--- src/rtl/macro_wb_unit.sv ---
module macro_wb_unit #(
  parameter int DW = 32,
  parameter int AW = 12,
  parameter int SW = 6
) (
  input  logic          clk,
  input  logic          rst_n,
  input  logic          start,
  input  logic [DW-1:0] start_arg,
  input  logic          op_valid,
  output logic          op_ready,
  input  logic [DW-1:0] op_word,
  input  logic [DW-1:0] op_result,
  input  logic          prm_valid,
  output logic          prm_ready,
  input  logic [DW-1:0] prm_data,
  output logic          snd_valid,
  input  logic          snd_ready,
  output logic [AW-1:0] snd_addr,
  output logic [DW-1:0] snd_data,
  output logic          rf_we,
  output logic [2:0]    rf_idx,
  output logic [DW-1:0] rf_data
);
  localparam logic [2:0] M_FETCH = 3'd0, M_MOVE = 3'd1, M_MOVSA = 3'd2, M_FSEND = 3'd3,
                         M_MSEND = 3'd4, M_FSA = 3'd5, M_SAFS = 3'd6, M_SAHI = 3'd7;

  logic [AW-1:0] addr_q;
  logic [SW-1:0] stride_q;

  wire [2:0] mode = op_word[6:4];
  wire [2:0] dst  = op_word[10:8];

  logic need_fetch, need_send, set_addr, dst_gets_prm;
  always_comb begin
    need_fetch   = mode inside {M_FETCH, M_FSEND, M_FSA, M_SAFS};
    need_send    = mode inside {M_FSEND, M_MSEND, M_SAFS, M_SAHI};
    set_addr     = mode inside {M_MOVSA, M_FSA, M_SAFS, M_SAHI};
    dst_gets_prm = mode inside {M_FETCH, M_FSEND, M_FSA};
  end

  wire           active   = op_valid && !start;
  wire           prm_ok   = !need_fetch || prm_valid;
  wire           snd_ok   = !need_send || snd_ready;
  wire           fire     = active && prm_ok && snd_ok;
  wire [AW-1:0]  addr_eff = set_addr ? op_result[AW-1:0] : addr_q;
  wire [SW-1:0]  strd_eff = set_addr ? op_result[AW+SW-1:AW] : stride_q;

  assign op_ready  = fire;
  assign prm_ready = active && need_fetch && snd_ok;
  assign snd_valid = active && need_send && prm_ok;
  assign snd_addr  = addr_eff;

  always_comb begin
    case (mode)
      M_SAFS:  snd_data = prm_data;
      M_SAHI:  snd_data = {{(DW-SW){1'b0}}, op_result[AW+SW-1:AW]};
      default: snd_data = op_result;
    endcase
  end

  assign rf_we   = start || (fire && dst != 3'd0);
  assign rf_idx  = start ? 3'd1 : dst;
  assign rf_data = start ? start_arg : (dst_gets_prm ? prm_data : op_result);

  always_ff @(posedge clk) begin
    if (!rst_n) begin
      addr_q   <= '0;
      stride_q <= '0;
    end else if (fire) begin
      addr_q   <= need_send ? addr_eff + AW'(strd_eff) : addr_eff;
      stride_q <= strd_eff;
    end
  end

  AST_IDLE_QUIET: assert property (@(posedge clk) disable iff (!rst_n)
    (!op_valid && !start) |-> (!rf_we && !snd_valid && !prm_ready));
  AST_START_R1: assert property (@(posedge clk) disable iff (!rst_n)
    start |-> (rf_we && rf_idx == 3'd1 && rf_data == start_arg && !op_ready));
  AST_POP_ONLY_ON_RETIRE: assert property (@(posedge clk) disable iff (!rst_n)
    (prm_valid && prm_ready) |-> (op_valid && op_ready));
  AST_SEND_ONLY_ON_RETIRE: assert property (@(posedge clk) disable iff (!rst_n)
    (snd_valid && snd_ready) |-> (op_valid && op_ready));
  AST_SEND_STEP: assert property (@(posedge clk) disable iff (!rst_n)
    (snd_valid && snd_ready && (mode == M_FSEND || mode == M_MSEND))
    |=> (addr_q == $past(snd_addr) + AW'($past(stride_q)) && $stable(stride_q)));
  AST_SET_ADDR: assert property (@(posedge clk) disable iff (!rst_n)
    (op_valid && op_ready && (mode == M_MOVSA || mode == M_FSA))
    |=> (addr_q == $past(op_result[AW-1:0]) && stride_q == $past(op_result[AW+SW-1:AW])));
  AST_DST0_QUIET: assert property (@(posedge clk) disable iff (!rst_n)
    (op_valid && op_ready && op_word[10:8] == 3'd0) |-> !rf_we);
endmodule

--- config.mk ---
export PLATFORM = sky130hd
export DESIGN_NAME = macro_wb_unit
export DESIGN_NICKNAME = d
export VERILOG_FILES = /design/src/rtl/macro_wb_unit.sv
export SDC_FILE = /design/constraint.sdc
export NUM_CORES = 1
export LEC_CHECK = 0
export BUFFER_PORTS_ARGS = -buffer_cell sky130_fd_sc_hd__buf_2
export CAP_MARGIN = 0
export CORE_MARGIN = 2
export CORE_UTILIZATION = 42
export DETAILED_ROUTE_END_ITERATION = 7
export HOLD_SLACK_MARGIN = 0.15
export PLACE_DENSITY = 0.84
export SETUP_SLACK_MARGIN = 0.15
export SKIP_LAST_GASP = 1
export SLEW_MARGIN = 20
export SYNTH_ARGS = -nofsm -noshare
export SYNTH_HDL_FRONTEND = slang
export SYNTH_SLANG_ARGS = --single-unit
--- constraint.sdc ---
create_clock -name clk -period 4.8 [get_ports clk]
set_input_delay 0.48 -clock clk [delete_from_list [all_inputs] [get_ports clk]]
set_output_delay 0.48 -clock clk [all_outputs]
set_load 0.01 [all_outputs]
* Word-level counts from Yosys, hierarchy flattened
Cells that the tools add are included.
** Storage, ports and cells
- Bits in registers :: 18
- Input port bits :: 134
- Output and inout bits :: 83
- Word-level logic and storage cells :: 36
** Operators by class
- Add/sub/neg operators :: 1
- Equal/unequal tests :: 6
- Muxes and demuxes :: 7
- Reductions and logical operators :: 20
** Operators by type and width (number)
- $mux 32 :: 2
- $pmux 32 s2 :: 1
- $mux 12 :: 2
- $add 12x6->12 :: 1
- $eq 3x3->1 const B :: 4
- $reduce_bool 4->1 :: 3
- $logic_and 1x1->1 :: 8
- $eq 3x2->1 const B :: 2
- $mux 6 :: 1
- $reduce_bool 3->1 :: 2
- $logic_not 1->1 :: 3
- $logic_not 3->1 :: 1
- $logic_or 1x1->1 :: 3
- $mux 3 :: 1

* Logic depth before layout (Yosys ltp)
- Depth in word-level cells :: 8
- Gate-level depth with buffers :: 14

* Least setup slack after synthesis
No wires, ideal clock.
- Path type :: in2reg
- Start :: in op_word[4]
- End :: reg addr_q[5]
- Library setup time :: 0.124 ns
- Arrival time :: 2.954 ns
- Required time :: 4.676 ns
- Setup slack :: 1.722 ns
- Stages on the path :: 13
- Buffers on the path :: 3
- Cell sequence :: buf_6 > mux2_4 > buf_6 > buf_2 > nand2_1 > nand2_1 > ha_1 > and3_2 > o31ai_1 > a21oi_1 > or2_2 > o41ai_1 > nor2_1
** RTL lines
- start, declared :: line 12 : input logic [DW-1:0] op_word,
- $eq 3x2->1 / $eq 3x3->1 (equally long branches) :: line 38 : set_addr = mode inside {M_MOVSA, M_FSA, M_SAFS, M_SAHI};
- $reduce_bool 4->1 (*) :: line 38
- $mux 12 (*) :: line 46 : wire [AW-1:0] addr_eff = set_addr ? op_result[AW-1:0] : addr_q;
- named net snd_addr[2] :: line 19 : output logic [AW-1:0] snd_addr,
- $add 12x6->12 (*) :: line 71 : addr_q <= need_send ? addr_eff + AW'(strd_eff) : addr_eff;
- $mux 12 (*) :: line 71
- end signal, assigned :: line 71
- end, declared :: line 28 : logic [AW-1:0] addr_q;
The timed path passes the listed nets; every way through them passes the cells marked *.
A chain may end at the register's enable or synchronous reset.

* Worst setup path in the final report
- Start :: in op_word[4]
- End :: reg addr_q[7]
** Between the ends
- Cells in the longest elaborated chain, start to end :: 6
** RTL lines
- branches (longest 6 deep; another with $add 12x6->12)
Several ways; the timed one is not identified.

==> metrics <==
synthesized cell area roughly 2800 um2; Worst-path clk slew around 70 ps; clock root buffer clkbuf_8; Final setup viols 0; Synth area leaders nand2_1, mux2i_1, dfxtp_1; crit end category flip-flop; PortBufs 190; switching share of power 0.419; Die Span X roughly 86 um; I/O pin count 217; Slew Viols, Final 0; worst setup path class input pin to flip-flop; Primary FF master, synth dfxtp_1; post-route ant nets 0; Int Power 0.384 mW; GRT Util Overall 0.276; largest net degree at the start of global routing 70; total grt overflow 0; library cells used by synthesis between 50 and 60; layout cells sized above 1 0.353; Die Height ~86 um; Worst Tran Pin Value between 900 and 1000 ps; WL/cell roughly 16 um; initial antenna violation count 0; Detail Placement HPWL about 8200 um; first-pass GRT wire length between 15,000 and 20,000 um; crit path cell chain buf_2 -> mux2i_4 -> buf_4 -> nand2_1 -> nand2_1 -> ha_1 -> and3_2 -> o31ai_1 -> a21oi_1 -> nor3_1 -> nor2_1 -> a211o_1; Slew HR 0.350; Reg power frac 0.240; DIE AREA 7450 um2; total power roughly 0.66 mW; CP max-delay cell buf_2; Critical Path RT about 5000 ps; Clock Path Buffers 2; # clock sinks 18; Vias/cell about 5.6; Area Overhead vs Synth 33.7%; residual DRC count 0; Clock Latency Late Sink between 200 and 300 ps; RSZ-0062 raised after global routing false; Finished Layout Cells 686; PwrDens 174 nW/um2; Vias about 3,800; Hold Path Class flip-flop to flip-flop; nets 750; status finished clean; highest clock rate 283 MHz; syn nets between 500 and 600; crit path time final roughly 3500 ps; vias in the first global route approximately 3,600; router iterations before antenna repair 4; clock share of power 0.198; Syn Inst Count approximately 440; # fillers about 640; Setup TNS 0 ps; Post-Place Cells about 680; highest fanout seen on the critical path 42; Crit path largest cell delay 630 ps; num rows 29; CTS tree built; Synthesis Warnings 0; Clock Skew 1.31 ps; combinational share of power 0.562; Resized cells post-CTS 0; largest area contributor in the netlist nand2_1; initial DRC count between 200 and 250; CTS Buf Count 3; routability cong. just over 0.9; core box area ~6500 um2; H-tree levels 1; Critical Path Most Common Cell nand2_1; Pleak 2.06 nW; Avg Inst Size Synth ~6.4 um2; async set-or-reset flop fraction in the synthesized netlist 0; number of synthesized flops with an enable pin 0; crit share post-route 0.737; Hold Buf Count CTS 0; Arr. time, crit path roughly 3700 ps; share of the synthesized area in the top cell type 0.177; Hold Fails Final Rpt 0; post-synthesis sequential area ratio 0.127; Initial Util 0.441; worst-case vdd ir drop between 0.1 and 0.15 mV; FF+latch count, synth 18; final wirelength 10,600 um; max_cap viols 0; switching pwr ~0.28 mW; number of diodes 0; startpoint type of the worst setup path input pin; Setup Buffers After CTS 0
-- final cells by class --
type,count,area (um2),share of cell area
sequential,18,360,0.0947
timing repair buffer,193,973,0.256
tap,77,96.3,0.0253
inverter,5,18.8,0.00493
multi-input combinational,389,2300,0.605
clock buffer,4,55.1,0.0145
-- routing by layer --
| layer | GRT usage | up-vias | wire length [um] |
|---|---|---|---|
| met5 | 0 | - | 0 |
| met4 | 0.111 | 0 | 344 |
| met3 | 0.0457 | 32 | 922 |
| met2 | 0.483 | 202 | 5020 |
| met1 | 0.336 | 1714 | 4350 |
| li1 | - | 1864 | - |
-- final timing paths --
check	from	endpoint	slack [ps]	cells past startpoint
setup / recovery	op_word[4]	addr_q[7]$_SDFFE_PN0P_	1260	12
hold / removal	stride_q[0]$_SDFFE_PN0P_	stride_q[0]$_SDFFE_PN0P_	460	2
setup reg to reg	stride_q[2]$_SDFFE_PN0P_	addr_q[7]$_SDFFE_PN0P_	2400	9
hold reg to reg	stride_q[0]$_SDFFE_PN0P_	stride_q[0]$_SDFFE_PN0P_	460	2
-- cell usage after synthesis, types with 5 or more instances --
master    instances
nor3_1            8
a21oi_1          15
mux2i_1          41
nand2b_1         27
ha_1              5
dfxtp_1          18
o21ai_0          42
buf_4             8
clkbuf_1         18
nand3_1          11
o21ai_1          32
nor2_1           13
nand2_1         134
-- power by group through the flow --
stage	logic (mW)	registers, mW	clock network (mW)
floorplan	0.227	0.161	0
global placement	0.359	0.162	0
detailed placement	0.368	0.162	0
CTS	0.370	0.159	0.132
global route	0.410	0.159	0.141
finish	0.372	0.159	0.131
-- kinds of logic after synthesis --
kind of cell | after synthesis | synth area share
xor gates and xnor gates | 6 | 0.0237
AOI/OAI and AO/OA | 113 | 0.233
and+or+nand+nor | 218 | 0.347
buffers and inverters | 37 | 0.0660
DFF | 18 | 0.127
adders and majority gates | 6 | 0.0290
muxes | 46 | 0.175
-- cell usage in the layout (no fill, tap or decap), types with 3 or more instances in the layout --
master and count:
xnor2_1 4, or2_2 3, clkbuf_8 4, nand2b_1 27, o21ai_0 42, nand3_1 11
nor2b_1 4, buf_4 3, nor3_1 8, nand2_1 133, ha_1 5, o21ai_1 32
o211ai_1 4, buf_2 190, mux2i_1 41, a21oi_1 15, dfxtp_1 18, and3_1 4
nor2_1 13, inv_1 4
-- worst max-delay path, delay by kind of cell --
kind            cells  cell delay (ps)
simple gates        5             1030
buf+inv             2              890
compound gates      3              650
mux                 1              330
fa+ha+maj           1              290
-- state kept, by name, indices dropped and copies added (netlist names) --
register  count
addr_q       12
stride_q      6
-- per-stage QoR --
| step | instance area, um2 | setup WS (ps) | hold WS [ps] | utilization |
|---|---|---|---|---|
| finish | 3800 | 1260 | 458 | 0.589 |
| global route | 3800 | 996 | 477 | 0.589 |
| CTS | 3800 | 1310 | 460 | 0.589 |
| detailed placement | 3750 | 1050 | 450 | 0.580 |
| global placement | 3750 | 1150 | 441 | 0.580 |
| floorplan | 2850 | 1720 | 432 | - |
Note: power is estimated with default switching activity, not from simulation.
